===== config.mk =====
export PLATFORM = sky130hd
export DESIGN_NAME = read_prefetch_ctrl
export DESIGN_NICKNAME = d
export VERILOG_FILES = /design/src/rtl/rfp_pkg.sv /design/src/rtl/rfp_policy.sv /design/src/rtl/rfp_space.sv /design/src/rtl/rfp_seq.sv /design/src/rtl/read_prefetch_ctrl.sv
export SDC_FILE = /design/constraint.sdc
export NUM_CORES = 1
export LEC_CHECK = 0
export BUFFER_PORTS_ARGS = -buffer_cell sky130_fd_sc_hd__clkbuf_2
export CORE_AREA = 2 2 83 85
export DETAILED_ROUTE_END_ITERATION = 8
export DIE_AREA = 0 0 85 87
export GPL_ROUTABILITY_DRIVEN = 0
export PLACE_DENSITY = 0.7
export SLEW_MARGIN = 5
export SYNTH_ARGS = -nofsm -noshare
export SYNTH_HDL_FRONTEND = slang
export SYNTH_SLANG_ARGS = --single-unit

===== constraint.sdc =====
create_clock -name clk -period 2.9 [get_ports clk]
set_input_delay 0.58 -clock clk [delete_from_list [all_inputs] [get_ports clk]]
set_output_delay 0.58 -clock clk [all_outputs]
set_load 0.03 [all_outputs]

===== src/rtl/rfp_pkg.sv =====
package rfp_pkg;

  localparam logic [1:0] CMD_PLAIN = 2'b00;
  localparam logic [1:0] CMD_MULT  = 2'b01;
  localparam logic [1:0] CMD_LINE  = 2'b10;

  typedef enum logic [1:0] {
    MODE_WORD   = 2'd0,
    MODE_LINE   = 2'd1,
    MODE_STREAM = 2'd2
  } fetch_mode_e;

  typedef enum logic {
    ST_IDLE  = 1'b0,
    ST_ISSUE = 1'b1
  } seq_state_e;

endpackage


===== src/rtl/rfp_policy.sv =====
module rfp_policy
  import rfp_pkg::*;
(
  input  logic [1:0]  cmd,
  input  logic        upstream,
  input  logic        prefetchable,
  input  logic        up_multi_en,
  input  logic        multi_override,
  input  logic        down_burst_en,
  output fetch_mode_e mode
);

  logic burst_cmd;

  assign burst_cmd = (cmd == CMD_MULT) || (cmd == CMD_LINE);

  always_comb begin
    mode = MODE_WORD;
    if (burst_cmd && prefetchable) begin
      if (upstream) begin
        mode = (up_multi_en && !multi_override) ? MODE_STREAM : MODE_LINE;
      end else begin
        mode = down_burst_en ? MODE_STREAM : MODE_WORD;
      end
    end
  end

endmodule


===== src/rtl/rfp_space.sv =====
module rfp_space #(
  parameter int DEPTH = 32,
  localparam int CNT_W = $clog2(DEPTH + 1)
) (
  input  logic             clk,
  input  logic             rst,
  input  logic             reserve,
  input  logic [CNT_W-1:0] reserve_words,
  input  logic             pop,
  input  logic             clear,
  output logic [CNT_W-1:0] free_words
);

  logic [CNT_W-1:0] taken;
  logic [CNT_W-1:0] given;

  assign taken = reserve ? reserve_words : '0;
  assign given = CNT_W'(pop);

  always_ff @(posedge clk) begin
    if (rst || clear) begin
      free_words <= CNT_W'(DEPTH);
    end else begin
      free_words <= free_words - taken + given;
    end
  end

endmodule


===== src/rtl/rfp_seq.sv =====
module rfp_seq
  import rfp_pkg::*;
#(
  parameter int ADDR_W     = 16,
  parameter int LINE_WORDS = 8,
  parameter int DEPTH      = 32,
  parameter int LINE_CNT_W = 8,
  localparam int CNT_W = $clog2(DEPTH + 1),
  localparam int OFF_W = $clog2(LINE_WORDS)
) (
  input  logic                  clk,
  input  logic                  rst,
  input  logic                  req_valid,
  input  logic [ADDR_W-1:0]     req_addr,
  input  fetch_mode_e           req_mode,
  input  logic                  req_term,
  input  logic [CNT_W-1:0]      free_words,
  output logic                  reserve,
  output logic [CNT_W-1:0]      reserve_words,
  output logic                  clear,
  output logic                  fetch_start,
  output logic [ADDR_W-1:0]     fetch_addr,
  output logic                  fetch_single,
  output logic                  burst_stop,
  output logic                  flush,
  output logic                  busy,
  output logic [LINE_CNT_W-1:0] burst_lines
);

  seq_state_e       state;
  fetch_mode_e      mode_q;
  logic [ADDR_W-1:0] addr_q;
  logic [ADDR_W-1:0] line_base;
  logic             room;
  logic             issue;
  logic             last;
  logic             word_mode;

  generate
    if (OFF_W > 0) begin : g_align
      assign line_base = {req_addr[ADDR_W-1:OFF_W], {OFF_W{1'b0}}};
    end else begin : g_noalign
      assign line_base = req_addr;
    end
  endgenerate

  assign word_mode     = (mode_q == MODE_WORD);
  assign room          = word_mode ? (free_words != '0)
                                   : (free_words >= CNT_W'(LINE_WORDS));
  assign issue         = (state == ST_ISSUE) && !req_term && room;
  assign last          = (mode_q != MODE_STREAM) ||
                         ({1'b0, free_words} < (CNT_W + 1)'(2 * LINE_WORDS));
  assign reserve       = issue;
  assign reserve_words = word_mode ? CNT_W'(1) : CNT_W'(LINE_WORDS);
  assign clear         = (state == ST_ISSUE) && req_term;

  always_ff @(posedge clk) begin
    if (rst) begin
      state        <= ST_IDLE;
      mode_q       <= MODE_WORD;
      addr_q       <= '0;
      fetch_start  <= 1'b0;
      fetch_addr   <= '0;
      fetch_single <= 1'b0;
      burst_stop   <= 1'b0;
      flush        <= 1'b0;
      busy         <= 1'b0;
      burst_lines  <= '0;
    end else begin
      fetch_start <= 1'b0;
      burst_stop  <= 1'b0;
      flush       <= 1'b0;
      unique case (state)
        ST_IDLE: begin
          if (req_valid) begin
            state       <= ST_ISSUE;
            busy        <= 1'b1;
            mode_q      <= req_mode;
            addr_q      <= (req_mode == MODE_WORD) ? req_addr : line_base;
            burst_lines <= '0;
          end
        end
        ST_ISSUE: begin
          if (req_term) begin
            flush      <= 1'b1;
            burst_stop <= 1'b1;
            busy       <= 1'b0;
            state      <= ST_IDLE;
          end else if (issue) begin
            fetch_start  <= 1'b1;
            fetch_addr   <= addr_q;
            fetch_single <= word_mode;
            addr_q       <= addr_q + ADDR_W'(LINE_WORDS);
            if (!word_mode) begin
              burst_lines <= burst_lines + LINE_CNT_W'(1);
            end
            if (last) begin
              burst_stop <= 1'b1;
              busy       <= 1'b0;
              state      <= ST_IDLE;
            end
          end
        end
        default: state <= ST_IDLE;
      endcase
    end
  end

endmodule


===== src/rtl/read_prefetch_ctrl.sv =====
module read_prefetch_ctrl
  import rfp_pkg::*;
#(
  parameter int ADDR_W     = 16,
  parameter int LINE_WORDS = 8,
  parameter int FIFO_LINES = 4,
  parameter int LINE_CNT_W = 8
) (
  input  logic                                          clk,
  input  logic                                          rst,
  input  logic                                          req_valid,
  input  logic [1:0]                                    req_cmd,
  input  logic                                          req_upstream,
  input  logic                                          req_prefetchable,
  input  logic [ADDR_W-1:0]                             req_addr,
  input  logic                                          req_term,
  input  logic                                          fifo_pop,
  input  logic                                          cfg_up_multi_en,
  input  logic                                          cfg_down_burst_en,
  input  logic                                          cfg_multi_override,
  output logic                                          fetch_start,
  output logic [ADDR_W-1:0]                             fetch_addr,
  output logic                                          fetch_single,
  output logic                                          burst_stop,
  output logic                                          flush,
  output logic                                          busy,
  output logic [LINE_CNT_W-1:0]                         burst_lines,
  output logic [$clog2(LINE_WORDS*FIFO_LINES+1)-1:0]    fifo_free
);

  localparam int DEPTH = LINE_WORDS * FIFO_LINES;
  localparam int CNT_W = $clog2(DEPTH + 1);

  fetch_mode_e      req_mode;
  logic             reserve;
  logic [CNT_W-1:0] reserve_words;
  logic             clear;

  rfp_policy u_policy (
    .cmd            (req_cmd),
    .upstream       (req_upstream),
    .prefetchable   (req_prefetchable),
    .up_multi_en    (cfg_up_multi_en),
    .multi_override (cfg_multi_override),
    .down_burst_en  (cfg_down_burst_en),
    .mode           (req_mode)
  );

  rfp_space #(.DEPTH(DEPTH)) u_space (
    .clk           (clk),
    .rst           (rst),
    .reserve       (reserve),
    .reserve_words (reserve_words),
    .pop           (fifo_pop),
    .clear         (clear),
    .free_words    (fifo_free)
  );

  rfp_seq #(
    .ADDR_W     (ADDR_W),
    .LINE_WORDS (LINE_WORDS),
    .DEPTH      (DEPTH),
    .LINE_CNT_W (LINE_CNT_W)
  ) u_seq (
    .clk           (clk),
    .rst           (rst),
    .req_valid     (req_valid),
    .req_addr      (req_addr),
    .req_mode      (req_mode),
    .req_term      (req_term),
    .free_words    (fifo_free),
    .reserve       (reserve),
    .reserve_words (reserve_words),
    .clear         (clear),
    .fetch_start   (fetch_start),
    .fetch_addr    (fetch_addr),
    .fetch_single  (fetch_single),
    .burst_stop    (burst_stop),
    .flush         (flush),
    .busy          (busy),
    .burst_lines   (burst_lines)
  );

endmodule


==> After elaboration in Yosys (flattened, before gate mapping) <==
Cells that the tools add are included.
{ "classes": {"div_mod_pow": 0, "n_bitwise": 2, "n_eq_ne": 9, "n_reduce_logical": 20, "n_mux": 32, "n_lt_le_gt_ge": 2, "add_sub_neg": 4, "shifts": 0, "mul": 0} }
{ "ops": {"columns": ["operator", "count"], "rows": [
  ["2-to-1 mux 16 bit", 3],
  ["2-to-1 mux 8 bit", 4],
  ["one-hot mux 16 bit (2 select lines)", 1],
  ["adder 16 x 4 -> 16 bit, second input constant", 1],
  ["one-hot mux 8 bit (2 select lines)", 1],
  ["2-to-1 mux 1 bit", 14],
  ["!= test 2 bit, second input constant", 5],
  ["AND reduction 3 bit", 3],
  ["adder 8 x 1 -> 8 bit, second input constant", 1],
  ["2-to-1 mux 2 bit", 4],
  ["adder 6 x 1 -> 6 bit", 1],
  ["greater-or-equal comparator 6 x 4 -> 1 bit, second input constant", 1],
  ["less-than comparator 6 x 5 -> 1 bit, second input constant", 1],
  ["2-to-1 mux 6 bit", 1],
  ["!= test 3 bit, second input constant", 2],
  ["nonzero test 6 bit", 1],
  ["subtractor 6 bit", 1],
  ["logical AND 1 bit", 5],
  ["logical NOT 2 bit", 2],
  ["2-to-1 mux 4 bit", 1],
  ["one-hot mux 1 bit (2 select lines)", 2],
  ["AND reduction 4 bit", 1],
  ["logical OR 1 bit", 3],
  ["2-to-1 mux 3 bit", 1],
  ["other kinds (7)", 9]
]} }
{ "word_totals": {"romBits": 0, "reg_bits": 54, "mem_count": 0, "output_inout_bits": 35, "latchBits": 0, "mem_bits_rw": 0, "input_bits": 28, "elab_cells": 80} }

==> Logic depth before layout (Yosys ltp) <==
{ "depth": {"depth_word": 9, "ltp_mapped": 15, "depth_no_buf": 14} }

==> Modules after synthesis <==
A second synthesis with hierarchy kept.
{ "hier_totals": {"cells_unflattened": 346, "hier_area_um2": 2846.5} }
{ "modules_own_cells": {"columns": ["module", "n_inst", "cells_each", "area_per_inst_um2", "seq_area_each_um2"], "rows": [
  ["rfp_seq", 1, 287, 2321.0, 960.9],
  ["rfp_space", 1, 51, 469.2, 120.1],
  ["rfp_policy", 1, 8, 56.3, 0.0]
]} }

==> Worst setup path before layout <==
OpenSTA, ideal clock, no wires.
{ "synth_path": {"path_type": "reg2reg", "start": "register u_space.free_words[4]", "end": "register u_space.free_words[4]", "t_arrival_ns": 2.766, "required_ns": 2.781, "n_path_buf": 1, "setup_time_ns": 0.119, "period_less_slack_ns": 2.885, "stages_incl_launch_ff": 16, "path_slack_ns": 0.015, "cell_sequence": "dfxtp_1 -> inv_1 -> ha_1 -> nor2b_4 -> o21ai_1 -> clkbuf_1 -> nand3_1 -> inv_1 -> ha_1 -> inv_1 -> ha_1 -> fa_1 -> nor2b_1 -> o21ai_0 -> nor3b_1 -> nor3_1"} }
{ "synth_between": {"elab_chain_len": 6, "elab_cells_between_ends": 7, "cone_classes": "add/sub: 2; order compare: 1; mux: 2; reduce/logical: 2"} }
{ "synth_rtl": {"columns": ["item", "line", "source"], "rows": [
  ["start: declaration", "rfp_space.sv:11", "output logic [CNT_W-1:0] free_words"],
  ["start signal: assignment", "rfp_space.sv:22", "free_words <= CNT_W'(DEPTH);"],
  ["start signal: assignment", "rfp_space.sv:24", "free_words <= free_words - taken + given;"],
  ["greater-or-equal comparator 6 x 4 -> 1 bit / nonzero test 6 bit (equally long branches)", "rfp_seq.sv:49, rfp_seq.sv:48", null],
  ["2-to-1 mux 1 bit", "rfp_seq.sv:48", "assign room = word_mode ? (free_words != '0)"],
  ["logical AND 1 bit", "rfp_seq.sv:50", "assign issue = (state == ST_ISSUE) && !req_term && room;"],
  ["2-to-1 mux 6 bit", "rfp_space.sv:17", "assign taken = reserve ? reserve_words : '0;"],
  ["subtractor 6 bit (*)", "rfp_space.sv:24", null],
  ["adder 6 x 1 -> 6 bit (*)", "rfp_space.sv:24", null]
]} }
Every way passes the cells marked *; elsewhere a longest branch is shown, timed or not.
A chain may end at the register's enable or synchronous reset.

==> Final worst setup path <==
Same ends and word-level chain as after synthesis.

==> metrics.md <==
| Metric | Value |
|---|---|
| FMAX | `0.383 GHz` |
| Layout cells sized above 1 | `24.6%` |
| CP delay by family, top | `adder cells` |
| WHS Path Cells | `2` |
| DR vias | `~2.8k` |
| Setup WS post-layout | `286 ps` |
| DRC | `0` |
| CP arrival | `2820 ps` |
| Root buf cell | `clkbuf_8` |
| CTS Buf Count | `5` |
| CP startpoint | `u_space.free_words[4]` |
| Die area | `7400 um^2` |
| Max-slew violation count | `0` |
| Final cycle utilization of the critical path | `90.1%` |
| Ys flop type | `dfxtp_1` |
| Final ANT Viol Nets | `0` |
| Initial detailed-routing violation count | `233` |
| RR Startpoint | `u_space.free_words[4]` |
| Via density | `5.85` |
| Minimum clock period | `2610 ps` |
| Min Hold Slack | `460 ps` |
| Cell Area, Placed | `3230 um^2` |
| FF+latch count, synth | `54` |
| Ant. Diodes | `0` |
| Final instance area | `3360 um^2` |
| Final setup violation count | `0` |
| Critical Path RT | `3100 ps` |
| CP Class | `flip-flop to flip-flop` |
| Crit-path max cell delay | `between 300 and 400 ps` |
| Die Width | `85 um` |
| Layout area overhead | `18.9%` |
| Largest net degree at the start of global routing | `27` |
| Sequential share of the synthesized area | `38.3%` |
| Setup tns final | `0 ps` |
| Critical path launch point type | `flip-flop` |
| # port buffers | `just over 60` |
| Clock-pin slew on the worst setup and hold paths | `100 ps` |
| Latest clock arrival within the worst-skew pair | `about 310 ps` |
| Clock tree buffer depth | `2` |
| Critical path's slowest cell | `fa_1` |
| Die height | `87 um` |
| Hold_sp | `u_seq.addr_q[2]` |
| CTS tree | `built` |
| Grt total ovfl | `0` |
| Crit-path cells | `inv_1 > ha_1 > nor2b_4 > o21ai_1 > nand3_1 > inv_1 > ha_1 > inv_1 > ha_1 > fa_1 > nor2b_1 > o21ai_1 > nor3b_2 > nor3_1` |
| Synth warn | `0` |
| CP Buf/Inv Count | `3` |
| Max_cap viols | `0` |
| Worst hold path type | `flip-flop to flip-flop` |
| Status | `complete, no violations` |
| GRT Overall Usage | `19.9%` |
| Worst-margin pin slew | `636 ps` |
| Initial Util | `between 40% and 50%` |
| Number of global-route vias before repair | `2473` |
| Mapped Area | `2820 um^2` |
| Cell count after synthesis | `approximately 340` |
| Syn Area/Cell | `roughly 8.4 um^2` |
| Final Hold Vio Count | `0` |
| Routed WL | `7430 um` |
| Hold_buf cts | `0` |
| Post-DP HPWL | `5320 um` |
| Sink Count | `54` |
| Rows | `30` |
| Wire per inst | `15.5 um` |
| P_leak | `1.34 nW` |
| CORE AREA | `6570 um^2` |
| Synthesized Nets | `377` |
| CP max FO | `4` |
| Final net count | `438` |
| I/O pins | `63` |
| Post-synth cell types | `58` |
| Reg2Reg Depth | `14` |
| Crit end category | `flip-flop` |
| Drt pass-1 iters | `4` |
| Initial antenna violation count | `0` |
| Ys async rst share | `0%` |
| Worst vdd ir | `0.000332 V` |
| Worst slack, placed | `249 ps` |
| H-tree levels | `2` |
| Number of enable flip-flop cells after synthesis | `0` |
| WP depth | `14` |
| Pwr dens | `617 nW/um^2` |
| Final Total Pwr | `2.07 mW` |
| Layout Skew | `9.81 ps` |
| RSZ-0062 raised after global routing | `false` |
| Global-route wire length before repair | `around 12000 um` |
| Slew margin rel. | `a little under three fifths` |
cells in the final DEF (no fill, tap or decap), types with 12 or more instances in the layout:
master    count
nand2_1      25
nand3_1      23
o21ai_0      18
inv_1        15
clkbuf_2     62
nor2_1       12
dfxtp_1      54
a21oi_1      32
nor3_1       15
worst paths after layout:
kind,to,slack (ps)
max,u_space.free_words[4],290
min,u_seq.addr_q[2],460
max reg2reg,u_space.free_words[4],290
min reg2reg,u_seq.addr_q[2],460
metrics by stage:
stage                     util, %  cells
after floorplan                 -    337
after global placement       49.1    470
after detailed placement     49.1    470
after CTS                    50.9    478
after global routing         51.1    479
final                        51.1    479
metal layers:
layer	global-route usage, %	wire (um)
met2	31.1	3450
met4	4.91	48
met3	3.79	445
met1	28.4	3480
met5	0	0
what timing repair did:
action / 4_1_cts / 5_1_grt
setup endpoints to repair: 0 / 1
resized for setup: 0 / 2
setup buffers: 0 / 1
registers in the layout, summed over array words and instances, names as in the netlist:
signal,cells
u_seq.addr_q,16
u_seq.fetch_addr,16
u_seq.burst_lines,8
u_space.free_words,6
u_seq.mode_q,2
u_seq.burst_stop,1
u_seq.busy,1
u_seq.fetch_single,1
u_seq.fetch_start,1
u_seq.flush,1
u_seq.state,1
synthesized netlist by cell type (all sizes together), types with 2 or more instances:
cell	instances	area, um^2
nand2	25	93.8
and4	2	17.5
and2	2	12.5
a22oi	2	15.0
nor2	12	45.0
ha	11	138
buf	7	36.3
o22ai	2	12.5
o21ai	25	125
o32ai	4	35.0
o211ai	2	15.0
nor4	6	37.5
a2bb2oi	2	17.5
o311a	2	20.0
nand3	23	115
a21oi	33	169
a211oi	2	15.0
a41oi	2	17.5
a311oi	5	43.8
o31ai	4	30.0
dfxtp	54	1080
a31o	8	70.1
o31a	2	17.5
a31oi	7	43.8
nand2b	5	38.8
or3	2	12.5
nor3	17	101
clkbuf	12	45.0
nand3b	2	15.0
inv	17	63.8
nor3b	4	30.0
mux2i	7	70.1
nand4	5	31.3
nor2b	6	45.0
and3	2	12.5
cell type report:
cell class	instances	area [um^2]
repair buffers	73	393
flip-flops and latches	54	1080
clock buffers	5	68.8
clock inverters	3	47.5
inverters	17	63.8
fillers	631	3210
multi-input cells	247	1600
well taps	80	100
worst min-delay path: cells and delay by family, from the launching register on:
kind	cells	cell delay, ps
flip-flops	1	320
AND/OR/NAND/NOR	1	50
AO/OA/AOI/OAI	1	50
logic make-up (layout without fill, tap and decap cells):
logic type,count (synthesis),in the layout,share of synthesized area [%]
and+or+nand+nor,118,118,23.0
AOI/OAI and AO/OA,108,108,24.9
DFF,54,54,38.3
buffers and inverters,36,98,5.14
adders and majority gates,12,12,5.58
muxes,8,8,2.88
xor gates and xnor gates,1,1,0.310
power breakdown:
part	total (mW)	internal (mW)	switching, mW
sequential	0.866	0.803	0.0632
clock	0.537	0.264	0.273
combinational	0.669	0.257	0.412
total	2.07	1.32	0.748
Power figures use the tool's default switching activity.
